$ cat src/rtl/rpn_pkg.sv
// Shared encodings for the postfix stack engine.
package rpn_pkg;
    // Instruction opcodes; unlisted codes act as no-operation.
    typedef enum logic [2:0] {
        OP_NOP  = 3'd0,
        OP_PUSH = 3'd1,
        OP_POP  = 3'd2,
        OP_ADD  = 3'd3,
        OP_SUB  = 3'd4,
        OP_MUL  = 3'd5
    } op_e;

    // Arithmetic unit function select.
    typedef enum logic [1:0] {
        FN_ADD = 2'd0,
        FN_SUB = 2'd1,
        FN_MUL = 2'd2
    } fn_e;

    // Stack update command for one cycle.
    typedef enum logic [1:0] {
        STK_HOLD = 2'd0,
        STK_PUSH = 2'd1,
        STK_POP  = 2'd2,
        STK_FOLD = 2'd3
    } stk_cmd_e;
endpackage

$ cat src/rtl/rpn_alu.sv
// Combinational arithmetic unit: lhs op rhs, result truncated to W bits.
// Assumes lhs is the entry below the top and rhs is the top entry.
module rpn_alu
    import rpn_pkg::*;
#(
    parameter int W = 16
) (
    input  fn_e          fn,
    input  logic [W-1:0] lhs,
    input  logic [W-1:0] rhs,
    output logic [W-1:0] res
);
    // Select the function; every result wraps to W bits.
    always_comb begin
        case (fn)
            FN_SUB:  res = lhs - rhs;
            FN_MUL:  res = lhs * rhs;
            default: res = lhs + rhs;
        endcase
    end
endmodule

$ cat src/rtl/rpn_stack.sv
// Operand stack: DEPTH entries of W bits with an occupancy counter.
// PUSH writes above the top; POP drops the top; FOLD drops the top and
// overwrites the new top with wdata. Assumes the controller never
// pushes when full or pops/folds without enough entries, and that
// DEPTH is a power of two.
module rpn_stack
    import rpn_pkg::*;
#(
    parameter  int W     = 16,
    parameter  int DEPTH = 8,
    localparam int CNT_W = $clog2(DEPTH + 1),
    localparam int PTR_W = $clog2(DEPTH)
) (
    input  logic             clk,
    input  logic             rst_n,
    input  stk_cmd_e         cmd,
    input  logic [W-1:0]     wdata,
    output logic [W-1:0]     top,
    output logic [W-1:0]     below,
    output logic [CNT_W-1:0] count
);
    logic [W-1:0]     slot [DEPTH];
    logic [CNT_W-1:0] cnt_m1;
    logic [CNT_W-1:0] cnt_m2;
    logic [PTR_W-1:0] top_idx;
    logic [PTR_W-1:0] below_idx;
    logic [PTR_W-1:0] wr_idx;
    logic             wr_en;

    // Derive entry indices from the counter.
    always_comb begin
        cnt_m1    = count - CNT_W'(1);
        cnt_m2    = count - CNT_W'(2);
        top_idx   = cnt_m1[PTR_W-1:0];
        below_idx = cnt_m2[PTR_W-1:0];
    end

    // Choose which entry is written this cycle.
    always_comb begin
        wr_en  = (cmd == STK_PUSH) || (cmd == STK_FOLD);
        wr_idx = (cmd == STK_PUSH) ? count[PTR_W-1:0] : below_idx;
    end

    // One register per entry, each with its own write strobe.
    for (genvar i = 0; i < DEPTH; i++) begin : g_slot
        // Capture wdata when this entry is the write target.
        always_ff @(posedge clk) begin
            if (wr_en && (wr_idx == PTR_W'(i))) begin
                slot[i] <= wdata;
            end
        end
    end

    // Track occupancy.
    always_ff @(posedge clk) begin
        if (!rst_n) begin
            count <= '0;
        end else begin
            case (cmd)
                STK_PUSH: count <= count + CNT_W'(1);
                STK_POP,
                STK_FOLD: count <= count - CNT_W'(1);
                default:  count <= count;
            endcase
        end
    end

    // Present the two upper entries; an empty stack shows zero.
    always_comb begin
        top   = (count != '0) ? slot[top_idx] : '0;
        below = (count > CNT_W'(1)) ? slot[below_idx] : '0;
    end
endmodule

$ cat src/rtl/rpn_dmem.sv
// Data memory of 2**AW words. Two write sources: the engine store path
// (priority) and the preload port. One registered read for PUSH and one
// combinational peek read. Assumes the two writers rarely collide.
module rpn_dmem #(
    parameter  int W      = 16,
    parameter  int AW     = 4,
    localparam int NWORDS = 1 << AW
) (
    input  logic          clk,
    input  logic          rst_n,
    input  logic          ld_en,
    input  logic [AW-1:0] ld_addr,
    input  logic [W-1:0]  ld_data,
    input  logic          st_en,
    input  logic [AW-1:0] st_addr,
    input  logic [W-1:0]  st_data,
    input  logic          rd_en,
    input  logic [AW-1:0] rd_addr,
    output logic [W-1:0]  rd_q,
    input  logic [AW-1:0] peek_addr,
    output logic [W-1:0]  peek_data
);
    logic [W-1:0]  word [NWORDS];
    logic          we;
    logic [AW-1:0] wa;
    logic [W-1:0]  wd;

    // Arbitrate the write port, store path first.
    always_comb begin
        we = st_en || ld_en;
        wa = st_en ? st_addr : ld_addr;
        wd = st_en ? st_data : ld_data;
    end

    for (genvar i = 0; i < NWORDS; i++) begin : g_word
        // Update this word when addressed.
        always_ff @(posedge clk) begin
            if (we && (wa == AW'(i))) begin
                word[i] <= wd;
            end
        end
    end

    // Registered read feeding the PUSH path.
    always_ff @(posedge clk) begin
        if (!rst_n) begin
            rd_q <= '0;
        end else if (rd_en) begin
            rd_q <= word[rd_addr];
        end
    end

    // Combinational read-back.
    assign peek_data = word[peek_addr];
endmodule

$ cat src/rtl/rpn_ctrl.sv
// Instruction sequencer. Accepts one instruction when idle. Screens it
// against the stack depth and issues stack, arithmetic and memory
// commands. PUSH and POP spend one extra cycle on the memory. Rejected
// instructions set a sticky flag and finish in one cycle.
module rpn_ctrl
    import rpn_pkg::*;
#(
    parameter  int AW    = 4,
    parameter  int DEPTH = 8,
    localparam int CNT_W = $clog2(DEPTH + 1)
) (
    input  logic             clk,
    input  logic             rst_n,
    input  logic             in_valid,
    input  logic [2:0]       in_op,
    input  logic [AW-1:0]    in_addr,
    input  logic [CNT_W-1:0] count,
    output logic             in_ready,
    output stk_cmd_e         stk_cmd,
    output fn_e              fn,
    output logic             from_mem,
    output logic             rd_en,
    output logic             st_en,
    output logic [AW-1:0]    st_addr,
    output logic             err_ovf,
    output logic             err_unf
);
    typedef enum logic [1:0] {S_IDLE, S_PUSH_WAIT, S_POP_WAIT} state_e;

    state_e        state, state_nxt;
    logic [AW-1:0] addr_q;
    logic          full, empty, short2;
    logic          set_ovf, set_unf;

    // Depth conditions used for screening.
    always_comb begin
        full   = (count == CNT_W'(DEPTH));
        empty  = (count == '0);
        short2 = (count < CNT_W'(2));
    end

    // Decode and sequence one instruction.
    always_comb begin
        state_nxt = state;
        stk_cmd   = STK_HOLD;
        fn        = FN_ADD;
        from_mem  = 1'b0;
        rd_en     = 1'b0;
        st_en     = 1'b0;
        set_ovf   = 1'b0;
        set_unf   = 1'b0;
        case (state)
            S_IDLE: begin
                if (in_valid) begin
                    case (op_e'(in_op))
                        OP_PUSH: begin
                            if (full) begin
                                set_ovf = 1'b1;
                            end else begin
                                rd_en     = 1'b1;
                                state_nxt = S_PUSH_WAIT;
                            end
                        end
                        OP_POP: begin
                            if (empty) set_unf = 1'b1;
                            else       state_nxt = S_POP_WAIT;
                        end
                        OP_ADD, OP_SUB, OP_MUL: begin
                            if (short2) begin
                                set_unf = 1'b1;
                            end else begin
                                stk_cmd = STK_FOLD;
                                fn = (op_e'(in_op) == OP_SUB) ? FN_SUB :
                                     (op_e'(in_op) == OP_MUL) ? FN_MUL : FN_ADD;
                            end
                        end
                        default: ;
                    endcase
                end
            end
            S_PUSH_WAIT: begin
                stk_cmd   = STK_PUSH;
                from_mem  = 1'b1;
                state_nxt = S_IDLE;
            end
            S_POP_WAIT: begin
                stk_cmd   = STK_POP;
                st_en     = 1'b1;
                state_nxt = S_IDLE;
            end
            default: state_nxt = S_IDLE;
        endcase
    end

    assign in_ready = (state == S_IDLE);
    assign st_addr  = addr_q;

    // State, latched address and sticky error flags.
    always_ff @(posedge clk) begin
        if (!rst_n) begin
            state   <= S_IDLE;
            addr_q  <= '0;
            err_ovf <= 1'b0;
            err_unf <= 1'b0;
        end else begin
            state <= state_nxt;
            if (in_valid && in_ready) addr_q <= in_addr;
            if (set_ovf) err_ovf <= 1'b1;
            if (set_unf) err_unf <= 1'b1;
        end
    end
endmodule

$ cat src/rtl/rpn_engine.sv
// Top of the postfix stack engine. Joins sequencer, stack, arithmetic
// unit and data memory. The stack write data comes from memory during a
// PUSH and from the arithmetic unit otherwise.
module rpn_engine
    import rpn_pkg::*;
#(
    parameter  int W     = 16,
    parameter  int AW    = 4,
    parameter  int DEPTH = 8,
    localparam int CNT_W = $clog2(DEPTH + 1)
) (
    input  logic             clk,
    input  logic             rst_n,
    input  logic             in_valid,
    output logic             in_ready,
    input  logic [2:0]       in_op,
    input  logic [AW-1:0]    in_addr,
    input  logic             ld_en,
    input  logic [AW-1:0]    ld_addr,
    input  logic [W-1:0]     ld_data,
    input  logic [AW-1:0]    peek_addr,
    output logic [W-1:0]     peek_data,
    output logic [W-1:0]     top_data,
    output logic [CNT_W-1:0] depth,
    output logic             err_ovf,
    output logic             err_unf
);
    stk_cmd_e      stk_cmd;
    fn_e           fn;
    logic          from_mem, rd_en, st_en;
    logic [AW-1:0] st_addr;
    logic [W-1:0]  below, alu_res, rd_q, stk_wdata;

    rpn_ctrl #(.AW(AW), .DEPTH(DEPTH)) u_ctrl (
        .clk(clk), .rst_n(rst_n), .in_valid(in_valid), .in_op(in_op),
        .in_addr(in_addr), .count(depth), .in_ready(in_ready),
        .stk_cmd(stk_cmd), .fn(fn), .from_mem(from_mem), .rd_en(rd_en),
        .st_en(st_en), .st_addr(st_addr), .err_ovf(err_ovf), .err_unf(err_unf)
    );

    rpn_alu #(.W(W)) u_alu (
        .fn(fn), .lhs(below), .rhs(top_data), .res(alu_res)
    );

    // Pick the stack write source.
    assign stk_wdata = from_mem ? rd_q : alu_res;

    rpn_stack #(.W(W), .DEPTH(DEPTH)) u_stack (
        .clk(clk), .rst_n(rst_n), .cmd(stk_cmd), .wdata(stk_wdata),
        .top(top_data), .below(below), .count(depth)
    );

    rpn_dmem #(.W(W), .AW(AW)) u_mem (
        .clk(clk), .rst_n(rst_n), .ld_en(ld_en), .ld_addr(ld_addr),
        .ld_data(ld_data), .st_en(st_en), .st_addr(st_addr), .st_data(top_data),
        .rd_en(rd_en), .rd_addr(in_addr), .rd_q(rd_q),
        .peek_addr(peek_addr), .peek_data(peek_data)
    );
endmodule

$ cat config.mk
export PLATFORM = sky130hd
export DESIGN_NAME = rpn_engine
export DESIGN_NICKNAME = d
export VERILOG_FILES = /design/src/rtl/rpn_pkg.sv /design/src/rtl/rpn_alu.sv /design/src/rtl/rpn_stack.sv /design/src/rtl/rpn_dmem.sv /design/src/rtl/rpn_ctrl.sv /design/src/rtl/rpn_engine.sv
export SDC_FILE = /design/constraint.sdc
export NUM_CORES = 1
export LEC_CHECK = 0
export BUFFER_PORTS_ARGS = -buffer_cell sky130_fd_sc_hd__buf_4
export CELL_PAD_IN_SITES_DETAIL_PLACEMENT = 1
export CELL_PAD_IN_SITES_GLOBAL_PLACEMENT = 2
export CORE_MARGIN = 5
export CORE_UTILIZATION = 48
export CTS_BUF_LIST = sky130_fd_sc_hd__clkbuf_8
export DETAILED_ROUTE_END_ITERATION = 8
export GPL_ROUTABILITY_DRIVEN = 0
export HOLD_SLACK_MARGIN = 0.15
export PLACE_DENSITY = 0.84
export SKIP_LAST_GASP = 1
export SLEW_MARGIN = 20
export SYNTH_ARGS = -nofsm -noshare
export SYNTH_HDL_FRONTEND = slang
export SYNTH_SLANG_ARGS = --single-unit
$ cat constraint.sdc
create_clock -name clk -period 10.8 [get_ports clk]
set_input_delay 2.16 -clock clk [delete_from_list [all_inputs] [get_ports clk]]
set_output_delay 2.16 -clock clk [all_outputs]
set_load 0.02 [all_outputs]
==> flow_summary.yaml <==
worst_setup_path:
  worst-r2r-cell-count: 26
  r2r_slack_ns: 1.20
  cp_max_fo: 15
  startpoint: "u_stack.count[2]"
  startpoint_type: "flop"
  critPathArrivalTime_ns: 9.88
  cp-endpoint: "u_stack.slot[2][14]"
  required_ns: 11.08
  r2r-start: "u_stack.count[2]"
  reg2reg_to: "u_stack.slot[2][14]"
  crit_type: "flop to flop"
  critPathCaptureType: "flop"
timing:
  setup_viol_count_final: 0
  drv_slew: 0
  setup_tns_ns: 0
  period_share_pct: 88.9
  rsz0062_at_grt: "false"
  worst_slack_ns: 1.20
  fin_skew_ns: 0.0515
  worst_pin_slew_ns: 1.11
  slew_headroom_pct: 26.2
  fin_crit_ns: 9.60
  timing.final.hold_violations: 0
  clock.fmax_ghz: 0.104
floorplanning:
  die_area_um2: 55200
  floorplan.initialDensity_pct: 48.5
  io_pins: 74
  die_h_um: 235
  core_area_um2: 50200
  die_x_um: 235
  rows: 82
clock_network:
  ctsHoldBuffers: 0
  cts_made_buffers: 69
  clk_latency_ns: 0.65
  clock_sinks: 412
  htree_levels: 3
  path_clk_slew_ns: 0.06
  post_cts_buffers: 0
  cts-root-buf: "clkbuf_8"
  clk_path_buf_depth: 3
  cts_resized: 0
  cts_tree: "yes"
grt:
  grt_pass1_vias: 16457
  grt_max_degree: 66
  grt_pass1_wl_mm: 105
  grt-ovfl-total: 0
  antenna_found_initial: 3
  grt_usage_pct: 25.5
drt:
  first_iter_violations: 1318
  via_per_inst: 6.10
  routed-via-count: 15014
  drtAntennaViolNets: 0
  drt_pre_antenna_iters: 7
  wl_mm: 70.4
  routedWlPerCell_um: 28.6
  drc_errors: 0
flow_run:
  maxCapViolations: 0
outcome:
  outcome: "completed"
yosys:
  synth_area_um2: 24300
  avgSynthCellArea_um2: 14.9
  yosysSeqAreaShare_pct: 49.7
  synth_top_flop_cell: "edfxtp_1"
  synth_area_leaders: "edfxtp_1 47%, mux4_2 21%, fa_1 6.7%"
  yosys_warnings: 0
  post_synth_num_cell_types: 78
  synth.top_cell.area_share_pct: 47.4
  synth_most_common_cell: "edfxtp_1"
  synthTopCellsByCount: "384 x edfxtp_1, 222 x mux4_2, 154 x nor2_1, 142 x inv_1, 123 x nand2_1"
  async_flop_share_pct: 0
  syn_inst: 1636
  synth_nets: 1825
  synth-edff-count: 384
  ys_seq_elements: 412
  netlist.top_cell.by_area: "edfxtp_1"
cells_and_area:
  regArea_um2: 12100
  multi_input_area_um2: 11200
  drive_gt1_share_pct: 27.9
  num_antenna_cells: 0
  fillerInstances: 4790
  area_growth_pct: 11.0
  final_nets: 1926
placement:
  port_buffers: 73
  place_ws_ns: 1.15
  place_hpwl_mm: 48.0
hold_path:
  hp-class: "flop to flop"
pwr:
  leakage_nw: 9.94
  vdd_drop_max_v: 0.000127
  powerDensity_nw_per_um2: 165
==> registers in the layout (all words and copies together) (netlist names) <==
name and flops:
u_stack.count 4, u_mem.rd_q 16, u_ctrl.err_unf 1, u_ctrl.state 2
u_ctrl.st_addr 4, u_stack.slot 128, u_ctrl.err_ovf 1, u_mem.word 256
==> through the flow <==
step	power [mW]	area, µm²	util [%]	instances	hold slack [ns]
after floorplan	2.71	24300	-	1636	0.462
after global placement	3.05	25600	51.0	2338	0.458
after detailed placement	3.09	25600	51.0	2338	0.483
after CTS	4.47	27000	53.8	2461	0.503
after global routing	4.64	27000	53.8	2461	0.531
final	4.45	27000	53.8	2461	0.497
==> report_power, final <==
group / leakage (nW) / internal, mW / switching [mW]
clock: 0.778 / 0.727 / 0.655
combinational: 5.46 / 0.389 / 0.730
sequential: 3.70 / 1.93 / 0.0166
total: 9.94 / 3.04 / 1.40
==> cells in the final DEF (no fill, tap or decap), types with 49 or more instances in the layout <==
cell type / netlist / routed
edfxtp_1: 384 / 384
mux4_2: 222 / 222
inv_1: 142 / 162
nor2_1: 154 / 138
nand2_1: 123 / 123
buf_4: 4 / 120
fa_1: 81 / 81
ha_1: 73 / 72
clkbuf_8: 0 / 72
xnor2_1: 49 / 49
==> layer usage <==
layer / vias up / global-route usage, % / share of wire (%) / routed length (µm)
li1: 6375 / - / - / -
met1: 7925 / 31.6 / 38 / 26900
met2: 564 / 44.8 / 52 / 36500
met3: 144 / 5.18 / 6.4 / 4480
met4: 6 / 8.41 / 3.3 / 2340
met5: - / 2.16 / 0.28 / 196
==> worst max-delay path: stages (launching register included) <==
cell	delay, ns
dfxtp_1	0.62
inv_1	0.22
ha_1	0.68
clkinv_1	0.75
a21oi_1	0.90
a22oi_2	0.51
inv_1	0.40
nand2_1	0.13
fa_1	0.58
fa_1	0.44
inv_1	0.08
ha_1	0.13
inv_1	0.04
fa_1	0.47
inv_1	0.04
ha_1	0.26
inv_1	0.05
fa_1	0.48
inv_1	0.05
ha_1	0.28
a21oi_1	0.22
o21bai_1	0.12
a211oi_1	0.46
o21ai_0	0.17
o311ai_0	0.15
xor2_1	0.20
a211oi_1	0.79
==> final cells by class <==
class	instances	share of cell area, %
Clock buffer	72	3.67
Clock inverter	51	1.39
Inverter	152	2.12
Multi-Input combinational cell	982	41.5
Sequential cell	412	44.8
Tap cell	672	3.12
Timing Repair Buffer	120	3.34
==> worst min-delay path by stage <==
stage | start | slack, ns | depth (start not counted) | end
5_1_grt | u_ctrl.err_unf | 0.53 | 2 | u_ctrl.err_unf
4_1_cts | u_ctrl.err_unf | 0.50 | 2 | u_ctrl.err_unf
2_1_floorplan | u_ctrl.st_addr[3] | 0.46 | 2 | u_ctrl.st_addr[3]
6_report | u_ctrl.err_unf | 0.50 | 2 | u_ctrl.err_unf
3_5_place_dp | u_ctrl.err_unf | 0.48 | 2 | u_ctrl.err_unf
3_3_place_gp | u_ctrl.err_unf | 0.46 | 2 | u_ctrl.err_unf
==> kinds of logic (layout without fill, tap and decap cells) <==
group / count (synthesis) / after routing / synth area share [%]
and+or+nand+nor: 354 / 354 / 6.45
xor gates and xnor gates: 66 / 66 / 2.70
AOI/OAI and AO/OA: 148 / 148 / 3.99
DFF: 412 / 412 / 49.7
adders and majority gates: 154 / 154 / 10.4
buffers and inverters: 242 / 395 / 4.37
muxes: 260 / 260 / 22.3
Power figures use the tool's default switching activity.
